## config.mk

```make
export PLATFORM = sky130hd
export DESIGN_NAME = chan_bit_monitor
export DESIGN_NICKNAME = d
export VERILOG_FILES = /design/src/rtl/chan_bit_pkg.sv /design/src/rtl/chan_bit_rst_sync.sv /design/src/rtl/chan_bit_scan.sv /design/src/rtl/chan_bit_edge.sv /design/src/rtl/chan_bit_oc.sv /design/src/rtl/chan_bit_monitor.sv
export SDC_FILE = /design/constraint.sdc
export NUM_CORES = 1
export LEC_CHECK = 0
export BUFFER_PORTS_ARGS = -buffer_cell sky130_fd_sc_hd__buf_2
export CAP_MARGIN = 20
export CORE_MARGIN = 4
export CORE_UTILIZATION = 61
export CTS_CLUSTER_SIZE = 8
export DETAILED_ROUTE_END_ITERATION = 12
export HOLD_SLACK_MARGIN = 0.1
export PLACE_DENSITY = 0.95
export RECOVER_POWER = 50
export SYNTH_ARGS = -nofsm -noshare
export SYNTH_HDL_FRONTEND = slang
export SYNTH_SLANG_ARGS = --single-unit
```

## constraint.sdc

```tcl
create_clock -name clk -period 25.1 [get_ports clk]
set_input_delay 2.51 -clock clk [delete_from_list [all_inputs] [get_ports clk]]
set_output_delay 2.51 -clock clk [all_outputs]
set_load 0.02 [all_outputs]
```

## src/rtl/chan_bit_pkg.sv

```systemverilog
package chan_bit_pkg;
  localparam int NKIND = 4;
  typedef enum int {K_FAULT = 0, K_RISE = 1, K_FALL = 2, K_OC = 3} stat_kind_e;

  function automatic int oc_cycles(input int clk_mhz, input int timeout_us);
    return clk_mhz * timeout_us;
  endfunction
endpackage

```

## src/rtl/chan_bit_rst_sync.sv

```systemverilog
module chan_bit_rst_sync (
  input  logic clk,
  input  logic rst_n_a,
  output logic rst_n_s
);
  logic s1_q, s2_q;

  always_ff @(posedge clk or negedge rst_n_a) begin
    if (!rst_n_a) begin
      s1_q <= 1'b0;
      s2_q <= 1'b0;
    end else begin
      s1_q <= 1'b1;
      s2_q <= s1_q;
    end
  end

  assign rst_n_s = s2_q;
endmodule

```

## src/rtl/chan_bit_scan.sv

```systemverilog
module chan_bit_scan #(
  parameter int NCH    = 16,
  parameter int SETTLE = 4
) (
  input  logic                               clk,
  input  logic                               rst_n,
  input  logic                               en,
  input  logic [NCH-1:0]                     ch_dir,
  input  logic [NCH-1:0]                     ch_out,
  input  logic [NCH-1:0]                     ch_in,
  input  logic                               cmp_in,
  output logic [(NCH>1?$clog2(NCH):1)-1:0]   sel,
  output logic [NCH-1:0]                     fault_set
);
  localparam int SW = (NCH > 1) ? $clog2(NCH) : 1;
  localparam int DW = $clog2(SETTLE + 1);
  localparam logic [SW-1:0] SEL_LAST   = SW'(NCH - 1);
  localparam logic [DW-1:0] DWELL_LAST = DW'(SETTLE - 1);

  logic [SW-1:0] sel_q, sel_n;
  logic [DW-1:0] dwell_q, dwell_n;
  logic          last_cyc;
  logic          expect_lvl;

  always_comb begin
    last_cyc   = en && (dwell_q == DWELL_LAST);
    expect_lvl = ch_dir[sel_q] ? ch_out[sel_q] : ch_in[sel_q];
    fault_set  = '0;
    if (last_cyc && (cmp_in != expect_lvl)) fault_set[sel_q] = 1'b1;
    if (!en) begin
      sel_n   = '0;
      dwell_n = '0;
    end else if (last_cyc) begin
      sel_n   = (sel_q == SEL_LAST) ? '0 : sel_q + 1'b1;
      dwell_n = '0;
    end else begin
      sel_n   = sel_q;
      dwell_n = dwell_q + 1'b1;
    end
  end

  always_ff @(posedge clk or negedge rst_n) begin
    if (!rst_n) begin
      sel_q   <= '0;
      dwell_q <= '0;
    end else begin
      sel_q   <= sel_n;
      dwell_q <= dwell_n;
    end
  end

  assign sel = sel_q;

  p_sel_range_r2: assert property (@(posedge clk) disable iff (!rst_n)
    int'(sel_q) < NCH);

  p_sel_step_r2: assert property (@(posedge clk) disable iff (!rst_n)
    last_cyc |=> (sel_q == (($past(sel_q) == SEL_LAST) ? '0 : $past(sel_q) + 1'b1)));

  p_dwell_hold_r2: assert property (@(posedge clk) disable iff (!rst_n)
    (en && !last_cyc) |=> $stable(sel_q));

  p_one_fault_r3: assert property (@(posedge clk) disable iff (!rst_n)
    $onehot0(fault_set));
endmodule

```

## src/rtl/chan_bit_edge.sv

```systemverilog
module chan_bit_edge #(
  parameter int NCH = 16
) (
  input  logic           clk,
  input  logic           rst_n,
  input  logic           en,
  input  logic [NCH-1:0] ch_in,
  output logic [NCH-1:0] rise_set,
  output logic [NCH-1:0] fall_set
);
  logic [NCH-1:0] prev_q;

  always_ff @(posedge clk or negedge rst_n) begin
    if (!rst_n) prev_q <= '0;
    else        prev_q <= ch_in;
  end

  always_comb begin
    rise_set = en ? (ch_in & ~prev_q) : '0;
    fall_set = en ? (~ch_in & prev_q) : '0;
  end

  p_edge_excl_r4: assert property (@(posedge clk) disable iff (!rst_n)
    (rise_set & fall_set) == '0);
endmodule

```

## src/rtl/chan_bit_oc.sv

```systemverilog
module chan_bit_oc #(
  parameter int NCH   = 16,
  parameter int LIMIT = 4000
) (
  input  logic           clk,
  input  logic           rst_n,
  input  logic           en,
  input  logic [NCH-1:0] ch_dir,
  input  logic [NCH-1:0] ch_out,
  input  logic [NCH-1:0] ch_in,
  output logic [NCH-1:0] oc_set
);
  localparam int CW = $clog2(LIMIT + 1);
  localparam logic [CW-1:0] CNT_MAX = CW'(LIMIT);

  logic [NCH-1:0] mism;

  assign mism = {NCH{en}} & ch_dir & (ch_in ^ ch_out);

  for (genvar i = 0; i < NCH; i++) begin : g_ch
    logic [CW-1:0] cnt_q, cnt_n;
    logic          at_max;

    always_comb begin
      at_max    = (cnt_q == CNT_MAX);
      oc_set[i] = mism[i] && at_max;
      if (!mism[i])    cnt_n = '0;
      else if (at_max) cnt_n = cnt_q;
      else             cnt_n = cnt_q + 1'b1;
    end

    always_ff @(posedge clk or negedge rst_n) begin
      if (!rst_n) cnt_q <= '0;
      else        cnt_q <= cnt_n;
    end

    p_cnt_bound_r5: assert property (@(posedge clk) disable iff (!rst_n)
      cnt_q <= CNT_MAX);

    p_oc_prior_r5: assert property (@(posedge clk) disable iff (!rst_n)
      oc_set[i] |-> $past(mism[i]));

    p_cnt_restart_r5: assert property (@(posedge clk) disable iff (!rst_n)
      !mism[i] |=> (cnt_q == '0));
  end
endmodule

```

## src/rtl/chan_bit_monitor.sv

```systemverilog
module chan_bit_monitor #(
  parameter int NCH     = 16,
  parameter int SETTLE  = 4,
  parameter int CLK_MHZ = 50,
  parameter int OC_US   = 80
) (
  input  logic                             clk,
  input  logic                             rst_n,
  input  logic                             bit_en,
  input  logic [NCH-1:0]                   ch_dir,
  input  logic [NCH-1:0]                   ch_out,
  input  logic [NCH-1:0]                   ch_in,
  input  logic                             cmp_in,
  input  logic [NCH-1:0]                   ie_fault,
  input  logic [NCH-1:0]                   ie_rise,
  input  logic [NCH-1:0]                   ie_fall,
  input  logic [NCH-1:0]                   ie_oc,
  input  logic [NCH-1:0]                   clr_fault,
  input  logic [NCH-1:0]                   clr_rise,
  input  logic [NCH-1:0]                   clr_fall,
  input  logic [NCH-1:0]                   clr_oc,
  output logic [(NCH>1?$clog2(NCH):1)-1:0] cmp_sel,
  output logic [NCH-1:0]                   fault_st,
  output logic [NCH-1:0]                   rise_st,
  output logic [NCH-1:0]                   fall_st,
  output logic [NCH-1:0]                   oc_st,
  output logic                             irq
);
  import chan_bit_pkg::*;

  localparam int OC_LIMIT = oc_cycles(CLK_MHZ, OC_US);

  logic rst_s;
  logic [NKIND-1:0][NCH-1:0] set_v, clr_v, ie_v, st_q, st_n;

  chan_bit_rst_sync u_rst (
    .clk(clk), .rst_n_a(rst_n), .rst_n_s(rst_s)
  );

  chan_bit_scan #(.NCH(NCH), .SETTLE(SETTLE)) u_scan (
    .clk(clk), .rst_n(rst_s), .en(bit_en), .ch_dir(ch_dir), .ch_out(ch_out),
    .ch_in(ch_in), .cmp_in(cmp_in), .sel(cmp_sel), .fault_set(set_v[K_FAULT])
  );

  chan_bit_edge #(.NCH(NCH)) u_edge (
    .clk(clk), .rst_n(rst_s), .en(bit_en), .ch_in(ch_in),
    .rise_set(set_v[K_RISE]), .fall_set(set_v[K_FALL])
  );

  chan_bit_oc #(.NCH(NCH), .LIMIT(OC_LIMIT)) u_oc (
    .clk(clk), .rst_n(rst_s), .en(bit_en), .ch_dir(ch_dir), .ch_out(ch_out),
    .ch_in(ch_in), .oc_set(set_v[K_OC])
  );

  assign clr_v[K_FAULT] = clr_fault;
  assign clr_v[K_RISE]  = clr_rise;
  assign clr_v[K_FALL]  = clr_fall;
  assign clr_v[K_OC]    = clr_oc;
  assign ie_v[K_FAULT]  = ie_fault;
  assign ie_v[K_RISE]   = ie_rise;
  assign ie_v[K_FALL]   = ie_fall;
  assign ie_v[K_OC]     = ie_oc;

  for (genvar k = 0; k < NKIND; k++) begin : g_stat
    always_comb st_n[k] = (st_q[k] & ~clr_v[k]) | set_v[k];

    always_ff @(posedge clk or negedge rst_s) begin
      if (!rst_s) st_q[k] <= '0;
      else        st_q[k] <= st_n[k];
    end
  end

  assign fault_st = st_q[K_FAULT];
  assign rise_st  = st_q[K_RISE];
  assign fall_st  = st_q[K_FALL];
  assign oc_st    = st_q[K_OC];
  assign irq      = |(st_q & ie_v);

  p_off_hold_r7: assert property (@(posedge clk) disable iff (!rst_s)
    (!bit_en && clr_v == '0) |=> $stable(st_q));

  p_set_wins_r6: assert property (@(posedge clk) disable iff (!rst_s)
    (set_v != '0) |=> ((st_q & $past(set_v)) == $past(set_v)));

  p_irq_masked_r8: assert property (@(posedge clk) disable iff (!rst_s)
    (ie_v == '0) |-> !irq);
endmodule

```

Word level (Yosys, flattened, before mapping)
Index checks and enable logic that the tools add are counted.

storage, ports and cells
  flip-flop bits (word level) = 281
  bits of input ports = 180
  word-level logic and storage cells = 170

cells by class
  add/subtract/negate cells = 18
  $lt $le $gt $ge = 2
  equal/unequal tests = 36
  mux-type cells = 49
  bitwise gates (word level) = 20
  reductions and logical operators = 20

operators with widths
  kind                     number
  $mux W12                 32
  $add A12 B1 Y12 const B  16
  $eq A12 B12 Y1 const B   16
  $and A16 B16 Y16         8
  $not A16 Y16             6
  $and A64 B64 Y64         1
  $or A16 B16 Y16          4
  $reduce_or A64 Y1        1
  $mux W16                 3
  $ne A2 B2 Y1 const B     16
  $logic_and A1 B1 Y1      19
  $xor A16 B16 Y16         1
  $bmux W1 S4              3
  $mux W4                  3
  $mux W3                  2
  $lt A4 B5 Y1 const B     1
  $mux W1                  5
  $add A4 B1 Y4 const B    1
  $demux W1 S4             1
  $eq A4 B4 Y1 const B     1
  $ge A4 B1 Y1 const B     1
  $add A3 B1 Y3 const B    1
  $eq A3 B2 Y1 const B     1
  $ne A2 B1 Y1 const B     1
  $ne A1 B1 Y1             1

Depth between registers and ports, before layout
Gate-level depths: netlist of the first run.

  depth after elaboration = 7
  mapped depth = 9
  mapped depth without buffers = 8

Modules after synthesis
From an unflattened synthesis of the first run, not the netlist that was laid out.

second synthesis, totals
  cell total of the unflattened synthesis = 1507
  area, all modules = 15150.8 um^2

modules (own cells, without submodules)
  module             instances  cells an instance  area each (um^2)
  chan_bit_oc        1          1128               10692.8
  chan_bit_monitor   1          229                2685.1
  chan_bit_scan      1          96                 984.7
  chan_bit_edge      1          51                 734.5
  chan_bit_rst_sync  1          3                  53.8

Least setup slack after synthesis of the first run
OpenSTA, ideal clock, no wires.

  path type = input port to output port
  start point = input port ie_rise[13]
  end point = output port irq
  data arrival time = 3.655 ns
  required time = 22.590 ns
  setup slack = 18.935 ns
  stages = 4
  buffers on the path = 0
  path through = a22o_1 a221oi_1 nand4_1 or4_1

on the way
  word-level cells in the longest chain between the ends = 2

ends and longest elaborated chain
  element             line                    text
  start: declaration  chan_bit_monitor.sv:15  input logic [NCH-1:0] ie_rise,
  $and A64 B64 Y64    chan_bit_monitor.sv:77  assign irq = |(st_q & ie_v);
  $reduce_or A64 Y1   chan_bit_monitor.sv:77
  end: declaration    chan_bit_monitor.sv:27  output logic irq

No other way between the ends.

==> flow_results.xml, run 1 <==
<?xml version="1.0" encoding="UTF-8"?>
<metrics>
  <group name="outcome">
    <metric name="outcome" unit="">finished, violations left</metric>
    <metric name="violated_checks" unit="">capacitance limit, slew limit</metric>
  </group>
  <group name="detailed_routing">
    <metric name="wl_met3" unit="µm">3050</metric>
    <metric name="wirelength" unit="µm">37800</metric>
    <metric name="route.antenna.remaining_nets" unit="">0</metric>
    <metric name="wl_met2" unit="µm">18700</metric>
    <metric name="first_iter_violations" unit="">1004</metric>
    <metric name="avgViaCountPerCell" unit="">6.06</metric>
    <metric name="detail_route.first_pass.iterations" unit="">6</metric>
    <metric name="drt-met1-wl" unit="µm">14100</metric>
    <metric name="drt-wirelength-per-cell" unit="µm">19.8</metric>
    <metric name="vias" unit="">11600</metric>
    <metric name="drc_errors" unit="">0</metric>
    <metric name="maxUsedRoutingLayer" unit="">met4</metric>
  </group>
  <group name="worst_setup_path">
    <metric name="crit_fanout" unit="">66</metric>
    <metric name="timing.critical_path.slowest_stage_cell" unit="">clkbuf_1</metric>
    <metric name="worst_path_largest_cell_delay" unit="ps">2530</metric>
    <metric name="crit_type" unit="">reg -&gt; async</metric>
    <metric name="crit_path_most_repeated_cell" unit="">clkbuf_1</metric>
    <metric name="worst_setup_path_startpoint" unit="">u_rst.rst_n_s$_DFF_PN0_</metric>
    <metric name="rr_startpoint" unit="">u_rst.rst_n_s$_DFF_PN0_</metric>
    <metric name="worst_ep_arrival_time" unit="ps">8400</metric>
    <metric name="timing.critical_path.cells" unit="">clkbuf_1 &gt; clkbuf_1 &gt; clkbuf_1</metric>
    <metric name="timing.critical_path.to_type" unit="">async pin</metric>
    <metric name="cp_data_required_time" unit="ps">24980</metric>
    <metric name="timing.critical_path.from_type" unit="">flop</metric>
  </group>
  <group name="yosys">
    <metric name="synth_seq_area_share" unit="">0.514</metric>
    <metric name="synth-warning-count" unit="">0</metric>
    <metric name="ys_async_sr_fraction" unit="">1.00</metric>
    <metric name="yosys_register_bits" unit="">281</metric>
    <metric name="cell_area_after_synthesis" unit="µm²">13700</metric>
    <metric name="netlist.area_leader.share" unit="">0.514</metric>
    <metric name="synthCells" unit="">1364</metric>
    <metric name="synth.distinct_cells" unit="">42</metric>
    <metric name="post_synth_main_area_contributors" unit="">dfrtp_1, xor2_1, nor2_1, nand3_1, ha_1</metric>
    <metric name="netlist.top_cell.by_area" unit="">dfrtp_1</metric>
    <metric name="synth.net_count" unit="">1581</metric>
    <metric name="average_cell_area_after_synthesis" unit="µm²">10.0</metric>
    <metric name="synth_edf_count" unit="">0</metric>
    <metric name="ys.flop_type" unit="">dfrtp_1</metric>
  </group>
  <group name="pwr">
    <metric name="max-vdd-ir-drop" unit="mV">0.0466</metric>
    <metric name="leakage" unit="nW">7.41</metric>
    <metric name="cellInternalPower" unit="mW">0.790</metric>
    <metric name="p_clk_frac" unit="">0.470</metric>
    <metric name="swShare" unit="">0.236</metric>
    <metric name="power_frac_comb" unit="">0.072</metric>
    <metric name="total_design_power" unit="mW">1.03</metric>
    <metric name="cellPowerDensity" unit="nW/µm²">63.7</metric>
    <metric name="total_net_switching_power" unit="mW">0.244</metric>
    <metric name="power.share.sequential" unit="">0.458</metric>
  </group>
  <group name="floorplanning">
    <metric name="core.rowCount" unit="">54</metric>
    <metric name="initial_core_util" unit="">0.623</metric>
    <metric name="die_w" unit="µm">158</metric>
    <metric name="core_area" unit="µm²">22000</metric>
    <metric name="boundaryPins" unit="">249</metric>
    <metric name="die_height" unit="µm">158</metric>
    <metric name="die_area" unit="µm²">24900</metric>
  </group>
  <group name="clocking">
    <metric name="cts_hold_repair.buffers" unit="">0</metric>
    <metric name="worst_skew_pair.late_latency" unit="ps">520</metric>
    <metric name="post_cts_resized" unit="">0</metric>
    <metric name="postCtsSetupRepairBufs" unit="">0</metric>
    <metric name="clock_tree_from_tritoncts" unit="">built</metric>
    <metric name="clock_tree_root_driver_cell" unit="">clkbuf_16</metric>
    <metric name="worst_setup_hold_path_clk_slew" unit="ps">50</metric>
    <metric name="tritoncts_num_sinks" unit="">281</metric>
    <metric name="cts_buffers" unit="">41</metric>
    <metric name="cts.htree.levels" unit="">2</metric>
    <metric name="clock_tree.buffer_depth" unit="">3</metric>
  </group>
  <group name="finish">
    <metric name="layout-area-overhead-vs-synth" unit="%">18.7</metric>
    <metric name="layout.nets" unit="">1845</metric>
    <metric name="layout.cells.most_common_list" unit="">dfrtp_1, buf_2, nor2_1</metric>
    <metric name="drive_above_1_share" unit="">0.176</metric>
    <metric name="finalCoreUtilization" unit="">0.739</metric>
    <metric name="antenna_diode_count" unit="">0</metric>
    <metric name="most_frequent_standard_cell_in_the_layout_excluding_fill_and_tap_cells" unit="">dfrtp_1</metric>
    <metric name="fill_cell_count" unit="">1439</metric>
  </group>
  <group name="timing">
    <metric name="final_period_utilization" unit="">0.340</metric>
    <metric name="setup-tns-final" unit="ps">0</metric>
    <metric name="max_freq" unit="GHz">0.117</metric>
    <metric name="grt_setup_unrepaired" unit="">false</metric>
    <metric name="post-route-min-period" unit="ps">8520</metric>
    <metric name="report.final.slew_viol_count" unit="">341</metric>
    <metric name="hold_violations" unit="">0</metric>
    <metric name="slew_headroom" unit="">-1.49</metric>
    <metric name="report.final.setup_viol" unit="">0</metric>
    <metric name="tightestPinTransition" unit="ps">3730</metric>
    <metric name="clock_skew" unit="ps">16.1</metric>
  </group>
  <group name="hold_path">
    <metric name="worstHoldPathType" unit="">reg -&gt; reg</metric>
    <metric name="worst_hold_startpoint" unit="">u_rst.s1_q$_DFF_PN0_</metric>
  </group>
  <group name="global_route">
    <metric name="grt_max_degree" unit="">80</metric>
    <metric name="grt_pass1_vias" unit="">11500</metric>
    <metric name="grt_first_pass_wirelength" unit="µm">58800</metric>
    <metric name="grt_util_overall" unit="">0.301</metric>
    <metric name="antenna_found_initial" unit="">0</metric>
    <metric name="remaining_global_route_overflow" unit="">0</metric>
  </group>
  <group name="placed_design">
    <metric name="hpwl" unit="µm">26600</metric>
    <metric name="buffer_ports.inserted" unit="">248</metric>
    <metric name="routabilityCongestion" unit="">0.885</metric>
  </group>
  <group name="flow_run">
    <metric name="cap_violations" unit="">5</metric>
  </group>
</metrics>
[Yosys cell counts, types with 12 or more instances]
master and count:
ha_1 37, nand3_1 132, xnor2_1 49, xor2_1 121, o22ai_1 43, and3_1 47
nand2b_1 19, and2_1 12, inv_1 97, a22o_1 16, nand2_1 65, clkbuf_1 28
dfrtp_1 281, o21ai_0 26, nor2_1 201, a221oi_1 16, nand3b_1 30, a21oi_1 33
nand4_1 28
[layer usage]
layer / vias up / GRT usage
met1: 5718 / 0.367
met2: 550 / 0.507
met3: 120 / 0.0642
met4: 0 / 0.153
met5: - / 0
li1: 5201 / -
[cells by family (layout without fill, tap and decap cells)]
group / count (synthesis) / in the layout / share of synthesized area
xor gates and xnor gates: 171 / 171 / 0.110
and+or+nand+nor: 578 / 578 / 0.208
buffers and inverters: 130 / 398 / 0.0377
adders and majority gates: 37 / 37 / 0.0338
DFF: 281 / 281 / 0.514
AOI/OAI and AO/OA: 146 / 146 / 0.0692
muxes: 20 / 20 / 0.0267
other: 1 / 1 / 0.000274
[path summary, 6_finish.rpt]
path                                                        to  slack [ps]  depth (start not counted)
min                                    u_rst.rst_n_s$_DFF_PN0_         350                          0
max in group clk                                           irq       18070                          6
max reg2reg                  u_oc.g_ch[5].cnt_q[7]$_DFFE_PN0P_       16580                          3
min in group asynchronous  u_oc.g_ch[14].cnt_q[11]$_DFFE_PN0P_        1100                          0
min reg2reg                            u_rst.rst_n_s$_DFF_PN0_         350                          0
max                          u_oc.g_ch[5].cnt_q[7]$_DFFE_PN0P_       16580                          3
[worst max-delay path, delay by kind of cell (launching register included)]
family	cells	cell delay (ps)
buffers and inverters	3	5720
DFF	1	2090
[power by group through the flow]
stage | logic, mW | registers, mW | clock network, mW
floorplan | 0.0289 | 0.487 | 0
global placement | 0.0697 | 0.479 | 0
detailed placement | 0.0721 | 0.480 | 0
CTS | 0.0737 | 0.473 | 0.493
global route | 0.0808 | 0.474 | 0.513
finish | 0.0748 | 0.473 | 0.486
[metrics by stage]
step           cells  setup WS [ps]  instance area (µm²)  hold WS (ps)
6_report        1912          16580                16200           347
5_1_grt         1912          14780                16200           376
4_1_cts         1910          18090                16300           350
3_5_place_dp    1863          18070                15200           339
3_3_place_gp    1863          17980                15200           336
2_1_floorplan   1364          16690                13700           331
[area by class of cell]
class / instances / area, µm² / area share
multi-input cells: 953 / 6130 / 0.378
well taps: 280 / 350 / 0.0216
flip-flops and latches: 281 / 7030 / 0.433
inverters: 97 / 364 / 0.0224
clock buffers: 45 / 1080 / 0.0667
clock inverters: 2 / 17.5 / 0.00108
repair buffers: 254 / 1250 / 0.0772
[sequential cells by signal, indices dropped and copies added, names as in the netlist, 3 cells and up]
signal           flops
u_oc.g_ch.cnt_q    192
fall_st             16
fault_st            16
oc_st               16
rise_st             16
u_edge.prev_q       16
u_scan.sel           4
u_scan.dwell_q       3
(Power assumes the default switching activity.)
==> run 2, diff against run 1 <==
- CORE_UTILIZATION: 61 -> 51
- PLACE_DENSITY: 0.95 -> 0.89
- clock period: 25.1 -> 7.6 ns (I/O delays scaled with it)
==> run 2 against run 1 <==
  * The run still ends with capacitance limit, slew limit left
  * Critical path type is now in -> reg
  * Critical path depth is 1 higher
  * Cell area barely moved
  * Clock skew increased by 6.7 ps
  * Power rose to 3.3 times the previous value
  * Wire length is 0.41% lower
  * Clock-buffer cell count fell by 2
  * Worst hold slack improved by 4.6 ps
  * Sequential power grew to 3.3 times the previous value
==> flow_results.xml, run 2 (synthesis results as in run 1) <==
<?xml version="1.0" encoding="UTF-8"?>
<metrics>
  <group name="worst_setup_path">
    <metric name="regToRegEndpoint" unit="">u_oc.g_ch[6].cnt_q[3]$_DFFE_PN0P_</metric>
    <metric name="rr_startpoint" unit="">u_rst.rst_n_s$_DFF_PN0_</metric>
    <metric name="timing.critical_path.from_type" unit="">input pin</metric>
    <metric name="worst_path_largest_cell_delay" unit="ps">2450</metric>
    <metric name="timing.critical_path.slowest_stage_cell" unit="">clkbuf_1</metric>
    <metric name="crit_type" unit="">in -&gt; reg</metric>
    <metric name="worst-r2r-cell-count" unit="">2</metric>
    <metric name="reg2reg_slack" unit="ps">4240</metric>
    <metric name="path_delay_family" unit="">buffers and inverters</metric>
    <metric name="timing.critical_path.cells" unit="">buf_2 &gt; clkbuf_1 &gt; nand3_1 &gt; o22ai_1</metric>
    <metric name="crit_fanout" unit="">71</metric>
    <metric name="timing.critical_path.to_type" unit="">flop</metric>
    <metric name="cp_data_required_time" unit="ps">7990</metric>
    <metric name="worstSetupEndpoint" unit="">oc_st[3]$_DFF_PN0_</metric>
    <metric name="worst_ep_arrival_time" unit="ps">5320</metric>
    <metric name="critical_path_buf_inv_count" unit="">2</metric>
    <metric name="worst_setup_path_startpoint" unit="">bit_en</metric>
    <metric name="crit_cells" unit="">4</metric>
  </group>
  <group name="detailed_routing">
    <metric name="detail_route.first_pass.iterations" unit="">5</metric>
    <metric name="route.antenna.remaining_nets" unit="">0</metric>
    <metric name="drt-wirelength-per-cell" unit="µm">19.1</metric>
    <metric name="vias" unit="">11300</metric>
    <metric name="drc_errors" unit="">0</metric>
    <metric name="first_iter_violations" unit="">862</metric>
    <metric name="avgViaCountPerCell" unit="">5.71</metric>
    <metric name="wirelength" unit="µm">37600</metric>
  </group>
  <group name="clocking">
    <metric name="post_cts_resized" unit="">0</metric>
    <metric name="postCtsSetupRepairBufs" unit="">0</metric>
    <metric name="clock_tree_root_driver_cell" unit="">clkbuf_16</metric>
    <metric name="clock_tree.buffer_depth" unit="">3</metric>
    <metric name="clock_tree_from_tritoncts" unit="">built</metric>
    <metric name="cts_hold_repair.buffers" unit="">1</metric>
    <metric name="cts.htree.levels" unit="">2</metric>
    <metric name="tritoncts_num_sinks" unit="">281</metric>
    <metric name="worst_setup_hold_path_clk_slew" unit="ps">50</metric>
    <metric name="worst_skew_pair.late_latency" unit="ps">520</metric>
    <metric name="cts_buffers" unit="">41</metric>
  </group>
  <group name="floorplanning">
    <metric name="core_area" unit="µm²">26200</metric>
    <metric name="core.rowCount" unit="">59</metric>
    <metric name="boundaryPins" unit="">249</metric>
    <metric name="initial_core_util" unit="">0.522</metric>
    <metric name="die_w" unit="µm">172</metric>
    <metric name="die_height" unit="µm">172</metric>
    <metric name="die_area" unit="µm²">29500</metric>
  </group>
  <group name="finish">
    <metric name="largest_register_ff_count" unit="">192</metric>
    <metric name="regMostFlops" unit="">u_oc.g_ch.cnt_q</metric>
    <metric name="layout.nets" unit="">1843</metric>
    <metric name="layout-area-overhead-vs-synth" unit="%">18.7</metric>
    <metric name="layout.cells.most_common_list" unit="">dfrtp_1, nor2_1, buf_2</metric>
    <metric name="drive_above_1_share" unit="">0.139</metric>
    <metric name="most_frequent_standard_cell_in_the_layout_excluding_fill_and_tap_cells" unit="">dfrtp_1</metric>
    <metric name="finalCoreUtilization" unit="">0.620</metric>
    <metric name="design_area" unit="µm²">16200</metric>
  </group>
  <group name="hold_path">
    <metric name="worstHoldPathType" unit="">reg -&gt; reg</metric>
  </group>
  <group name="global_route">
    <metric name="antenna_found_initial" unit="">11</metric>
    <metric name="grt_first_pass_wirelength" unit="µm">58000</metric>
    <metric name="grt_max_degree" unit="">168</metric>
    <metric name="remaining_global_route_overflow" unit="">0</metric>
    <metric name="grt_util_overall" unit="">0.249</metric>
    <metric name="grt_pass1_vias" unit="">11400</metric>
  </group>
  <group name="timing">
    <metric name="max_freq" unit="GHz">0.203</metric>
    <metric name="setup-tns-final" unit="ps">0</metric>
    <metric name="post-route-min-period" unit="ps">4930</metric>
    <metric name="slew_headroom" unit="">-1.34</metric>
    <metric name="hold_violations" unit="">0</metric>
    <metric name="grt_setup_unrepaired" unit="">false</metric>
    <metric name="final_period_utilization" unit="">0.649</metric>
    <metric name="tightestPinTransition" unit="ps">3520</metric>
    <metric name="report.final.slew_viol_count" unit="">133</metric>
    <metric name="hold_slack" unit="ps">352</metric>
    <metric name="report.final.setup_viol" unit="">0</metric>
    <metric name="clock_skew" unit="ps">22.8</metric>
  </group>
  <group name="placed_design">
    <metric name="cell_area_after_placement" unit="µm²">15200</metric>
    <metric name="routabilityCongestion" unit="">0.922</metric>
    <metric name="hpwl" unit="µm">27000</metric>
    <metric name="buffer_ports.inserted" unit="">248</metric>
  </group>
  <group name="outcome">
    <metric name="violated_checks" unit="">capacitance limit, slew limit</metric>
    <metric name="outcome" unit="">finished, violations left</metric>
  </group>
  <group name="pwr">
    <metric name="leakage" unit="nW">7.17</metric>
    <metric name="total_design_power" unit="mW">3.37</metric>
    <metric name="cellPowerDensity" unit="nW/µm²">208</metric>
    <metric name="max-vdd-ir-drop" unit="mV">0.149</metric>
  </group>
  <group name="flow_run">
    <metric name="cap_violations" unit="">2</metric>
  </group>
</metrics>
## run 2: layer usage
layer / up-vias / track usage / wire, µm
met4: 2 / 0.112 / 1890
met3: 102 / 0.0515 / 2900
met2: 458 / 0.420 / 18100
li1: 5193 / - / -
met5: - / 0 / 11
met1: 5532 / 0.310 / 14800
## run 2: worst min-delay path by stage
stage	start	endpoint	slack (ps)	depth (start not counted)
final	u_rst.s1_q$_DFF_PN0_	u_rst.rst_n_s$_DFF_PN0_	350	0
after CTS	u_rst.s1_q$_DFF_PN0_	u_rst.rst_n_s$_DFF_PN0_	350	0
after global placement	u_rst.s1_q$_DFF_PN0_	u_rst.rst_n_s$_DFF_PN0_	340	0
after detailed placement	u_rst.s1_q$_DFF_PN0_	u_rst.rst_n_s$_DFF_PN0_	340	0
after floorplan	u_rst.s1_q$_DFF_PN0_	u_rst.rst_n_s$_DFF_PN0_	330	0
after global routing	u_rst.s1_q$_DFF_PN0_	u_rst.rst_n_s$_DFF_PN0_	360	0
## run 2: power by group
group | total (mW) | internal [mW] | switching [mW]
Combinational | 0.236 | 0.0873 | 0.148
Clock | 1.57 | 0.956 | 0.619
Sequential | 1.56 | 1.53 | 0.0365
## run 2: final cells by class
class                      instances  area (µm²)
tap                              335         419
inverter                          97         364
fill                            2062        9970
timing repair buffer             252        1180
clock buffer                      43        1030
clock inverter                     4        50.0
antenna                           10        25.0
multi-input combinational        953        6130
sequential                       281        7030
## run 2: metrics by stage
stage / std cells / setup WS (ps)
after floorplan: 1364 / 3000
after global placement: 1917 / 3850
after detailed placement: 1917 / 3860
after CTS: 1965 / 3740
after global routing: 1973 / 2480
final: 1975 / 2670
==> run 3, diff against run 2 <==
- ABC_AREA: not set -> 1
- clock period: 7.6 -> 4.1 ns (I/O delays scaled with it)
==> run 3 against run 2 <==
  * The run still ends with capacitance limit, slew limit left
  * Worst hold slack worse by 240 ps
  * Combinational power up 140%
  * Critical endpoint unchanged
  * Largest cell class unchanged
  * Non-clock buffer count up 67
  * Cell count up 29%
  * Via count up 25%
  * Flip-flop and latch count unchanged
  * Core utilization up 1.8 points
  * Sequential share of layout area down 3.6 points
  * Clock power up 96%
  * Critical path depth down 2
  * Sequential power up 85%
==> flow_results.xml, run 3 <==
<?xml version="1.0" encoding="UTF-8"?>
<metrics>
  <group name="outcome">
    <metric name="outcome" unit="">finished, violations left</metric>
    <metric name="violated_checks" unit="">capacitance limit, slew limit</metric>
  </group>
  <group name="global_route">
    <metric name="remaining_global_route_overflow" unit="">0</metric>
    <metric name="grt_most_used_layer" unit="">met2</metric>
    <metric name="grt_first_pass_wirelength" unit="µm">69400</metric>
    <metric name="grtUsageMet2" unit="">0.451</metric>
    <metric name="grt_pass1_vias" unit="">14200</metric>
    <metric name="gr-usage-met1" unit="">0.344</metric>
    <metric name="gr-usage-met3" unit="">0.0613</metric>
    <metric name="grt_util_overall" unit="">0.279</metric>
    <metric name="grt_max_degree" unit="">82</metric>
    <metric name="antenna_found_initial" unit="">12</metric>
  </group>
  <group name="yosys">
    <metric name="synth_edf_count" unit="">0</metric>
    <metric name="synth.cells.most_frequent" unit="">nand2_1, inv_1, dfrtp_1</metric>
    <metric name="yosys_register_bits" unit="">281</metric>
    <metric name="ys_async_sr_fraction" unit="">1.00</metric>
    <metric name="synthCells" unit="">1833</metric>
    <metric name="post_synth_main_area_contributors" unit="">dfrtp_1, nand2_1, inv_1, o21ai_0, nor2_1</metric>
    <metric name="synthXorXnorAreaFrac" unit="">0.00853</metric>
    <metric name="adder_cell_fraction_of_synth_area" unit="">0.0322</metric>
    <metric name="dominant_combinational_cell_family_by_area_after_synthesis" unit="">simple AND/OR/NAND/NOR gates</metric>
    <metric name="synth_seq_area_share" unit="">0.489</metric>
    <metric name="synthSimpleGateAreaFrac" unit="">0.254</metric>
    <metric name="synth-compound-area-share" unit="">0.115</metric>
    <metric name="synth.net_count" unit="">2050</metric>
    <metric name="synth.distinct_cells" unit="">42</metric>
    <metric name="netlist.top_cell.by_area" unit="">dfrtp_1</metric>
    <metric name="synth_mux_area_frac" unit="">0</metric>
    <metric name="synth-warning-count" unit="">0</metric>
    <metric name="ys.flop_type" unit="">dfrtp_1</metric>
    <metric name="cell_area_after_synthesis" unit="µm²">14400</metric>
    <metric name="netlist.area_leader.share" unit="">0.489</metric>
    <metric name="most_frequent_cell_after_synthesis" unit="">nand2_1</metric>
    <metric name="average_cell_area_after_synthesis" unit="µm²">7.84</metric>
  </group>
  <group name="timing">
    <metric name="hold_violations" unit="">0</metric>
    <metric name="worst_path_setup_slack_after_routing" unit="ps">1250</metric>
    <metric name="report.final.setup_viol" unit="">0</metric>
    <metric name="tightestPinTransition" unit="ps">1980</metric>
    <metric name="post-route-min-period" unit="ps">2850</metric>
    <metric name="max_freq" unit="GHz">0.351</metric>
    <metric name="clock_skew" unit="ps">20.5</metric>
    <metric name="slew_headroom" unit="">-0.320</metric>
    <metric name="setup-tns-final" unit="ps">0</metric>
    <metric name="report.final.slew_viol_count" unit="">111</metric>
    <metric name="grt_setup_unrepaired" unit="">false</metric>
    <metric name="final_period_utilization" unit="">0.696</metric>
  </group>
  <group name="floorplanning">
    <metric name="core.rowCount" unit="">61</metric>
    <metric name="die_w" unit="µm">176</metric>
    <metric name="die_height" unit="µm">176</metric>
    <metric name="core_area" unit="µm²">27800</metric>
    <metric name="die_area" unit="µm²">30900</metric>
    <metric name="boundaryPins" unit="">249</metric>
    <metric name="initial_core_util" unit="">0.518</metric>
  </group>
  <group name="detailed_routing">
    <metric name="drt-wirelength-per-cell" unit="µm">17.1</metric>
    <metric name="avgViaCountPerCell" unit="">5.53</metric>
    <metric name="drc_errors" unit="">0</metric>
    <metric name="wirelength" unit="µm">43700</metric>
    <metric name="detail_route.first_pass.iterations" unit="">6</metric>
    <metric name="route.antenna.remaining_nets" unit="">0</metric>
    <metric name="vias" unit="">14100</metric>
    <metric name="first_iter_violations" unit="">1290</metric>
  </group>
  <group name="placed_design">
    <metric name="hpwl" unit="µm">31300</metric>
    <metric name="worst_slack_at_placement" unit="ps">1460</metric>
    <metric name="buffer_ports.inserted" unit="">248</metric>
    <metric name="cell_area_after_placement" unit="µm²">16000</metric>
    <metric name="routabilityCongestion" unit="">0.975</metric>
  </group>
  <group name="worst_setup_path">
    <metric name="cp_data_required_time" unit="ps">4630</metric>
    <metric name="timing.critical_path.cells" unit="">clkbuf_2 &gt; clkbuf_2</metric>
    <metric name="timing.critical_path.to_type" unit="">async pin</metric>
    <metric name="crit_fanout" unit="">72</metric>
    <metric name="timing.critical_path.slowest_stage_cell" unit="">clkbuf_2</metric>
    <metric name="crit_path_most_repeated_cell" unit="">clkbuf_2</metric>
    <metric name="path_delay_family" unit="">buffers and inverters</metric>
    <metric name="worst_path_largest_cell_delay" unit="ps">1370</metric>
    <metric name="worst_ep_arrival_time" unit="ps">3380</metric>
    <metric name="timing.critical_path.from_type" unit="">flop</metric>
    <metric name="critical_path_buf_inv_count" unit="">2</metric>
    <metric name="crit_type" unit="">reg -&gt; async</metric>
  </group>
  <group name="finish">
    <metric name="layout.cells.most_common_list" unit="">nand2_1, inv_1, dfrtp_1</metric>
    <metric name="largest_register_ff_count" unit="">192</metric>
    <metric name="most_frequent_standard_cell_in_the_layout_excluding_fill_and_tap_cells" unit="">nand2_1</metric>
    <metric name="fill_cell_count" unit="">2285</metric>
    <metric name="design_area" unit="µm²">17700</metric>
    <metric name="layout-area-overhead-vs-synth" unit="%">23.2</metric>
    <metric name="regMostFlops" unit="">u_oc.g_ch.cnt_q</metric>
    <metric name="drive_above_1_share" unit="">0.138</metric>
    <metric name="layout.nets" unit="">2381</metric>
    <metric name="register_area" unit="µm²">7030</metric>
    <metric name="area_occupied_by_multi_input_gates" unit="µm²">5890</metric>
    <metric name="finalCoreUtilization" unit="">0.637</metric>
  </group>
  <group name="flow_run">
    <metric name="cap_violations" unit="">2</metric>
  </group>
  <group name="pwr">
    <metric name="max-vdd-ir-drop" unit="mV">0.254</metric>
    <metric name="leakage" unit="nW">8.54</metric>
    <metric name="cellPowerDensity" unit="nW/µm²">369</metric>
  </group>
  <group name="clocking">
    <metric name="cts.htree.levels" unit="">2</metric>
    <metric name="worst_setup_hold_path_clk_slew" unit="ps">50</metric>
    <metric name="tritoncts_num_sinks" unit="">281</metric>
    <metric name="cts_buffers" unit="">41</metric>
    <metric name="postCtsSetupRepairBufs" unit="">0</metric>
    <metric name="clock_tree_root_driver_cell" unit="">clkbuf_16</metric>
    <metric name="clock_tree_from_tritoncts" unit="">built</metric>
    <metric name="clock_tree.buffer_depth" unit="">3</metric>
    <metric name="worst_skew_pair.late_latency" unit="ps">520</metric>
    <metric name="post_cts_resized" unit="">0</metric>
  </group>
  <group name="hold_path">
    <metric name="worstHoldPathType" unit="">in -&gt; reg</metric>
  </group>
</metrics>
[run 3: layout make-up]
cell class                 count  share of cell area
tap                          378              0.0267
timing repair buffer         319               0.107
inverter                     340              0.0721
multi-input combinational   1181               0.333
sequential                   281               0.397
clock inverter                 2             0.00219
antenna                        6            0.000848
clock buffer                  47              0.0616
[run 3: power breakdown]
group	internal (mW)	switching, mW	total (mW)	leakage (nW)
Clock	1.91	1.16	3.07	0.553
Combinational	0.213	0.362	0.575	4.14
Sequential	2.84	0.0583	2.89	3.84
Total	4.96	1.58	6.54	8.54
[run 3: logic make-up (layout without fill, tap and decap cells)]
kind of cell / count (synthesis) / after routing
flip-flops: 281 / 281
XOR/XNOR: 14 / 14
other: 1 / 7
adder cells (fa/ha/maj): 37 / 37
AND/OR/NAND/NOR: 821 / 821
buffers and inverters: 371 / 708
AO/OA/AOI/OAI: 308 / 308
[run 3: per-stage QoR]
| step | instances | hold WS (ps) | total power, mW |
|---|---|---|---|
| finish | 2554 | 107 | 6.54 |
| global route | 2553 | 113 | 6.77 |
| CTS | 2546 | 104 | 6.55 |
| detailed placement | 2436 | 197 | 3.45 |
| global placement | 2436 | 196 | 3.44 |
| floorplan | 1833 | 114 | 3.22 |
[run 3: worst paths after layout]
kind                                            from                                end  slack [ps]  cells past startpoint
min reg2reg                  u_rst.rst_n_s$_DFF_PN0_  u_oc.g_ch[2].cnt_q[7]$_DFFE_PN0P_         150                      0
max reg2reg                  u_rst.rst_n_s$_DFF_PN0_                 oc_st[3]$_DFF_PN0_        1250                      2
max in group clk           u_scan.sel[0]$_DFFE_PN0P_              fault_st[1]$_DFF_PN0_        1370                     11
min in group asynchronous    u_rst.rst_n_s$_DFF_PN0_  u_oc.g_ch[2].cnt_q[7]$_DFFE_PN0P_         150                      0
min                                        clr_oc[2]                 oc_st[2]$_DFF_PN0_         110                      2
max                          u_rst.rst_n_s$_DFF_PN0_                 oc_st[3]$_DFF_PN0_        1250                      2
[run 3: repair_timing]
item                                    CTS  global route
endpoints found under the setup margin    0             0
endpoints found under the hold margin    62             1
hold buffers                             61             1
[run 3: metal layers]
layer  up-vias  share of wire
li1       6623              -
met5         -         0.0021
met3       188          0.078
met4        14          0.066
met2       678           0.47
met1      6620           0.39
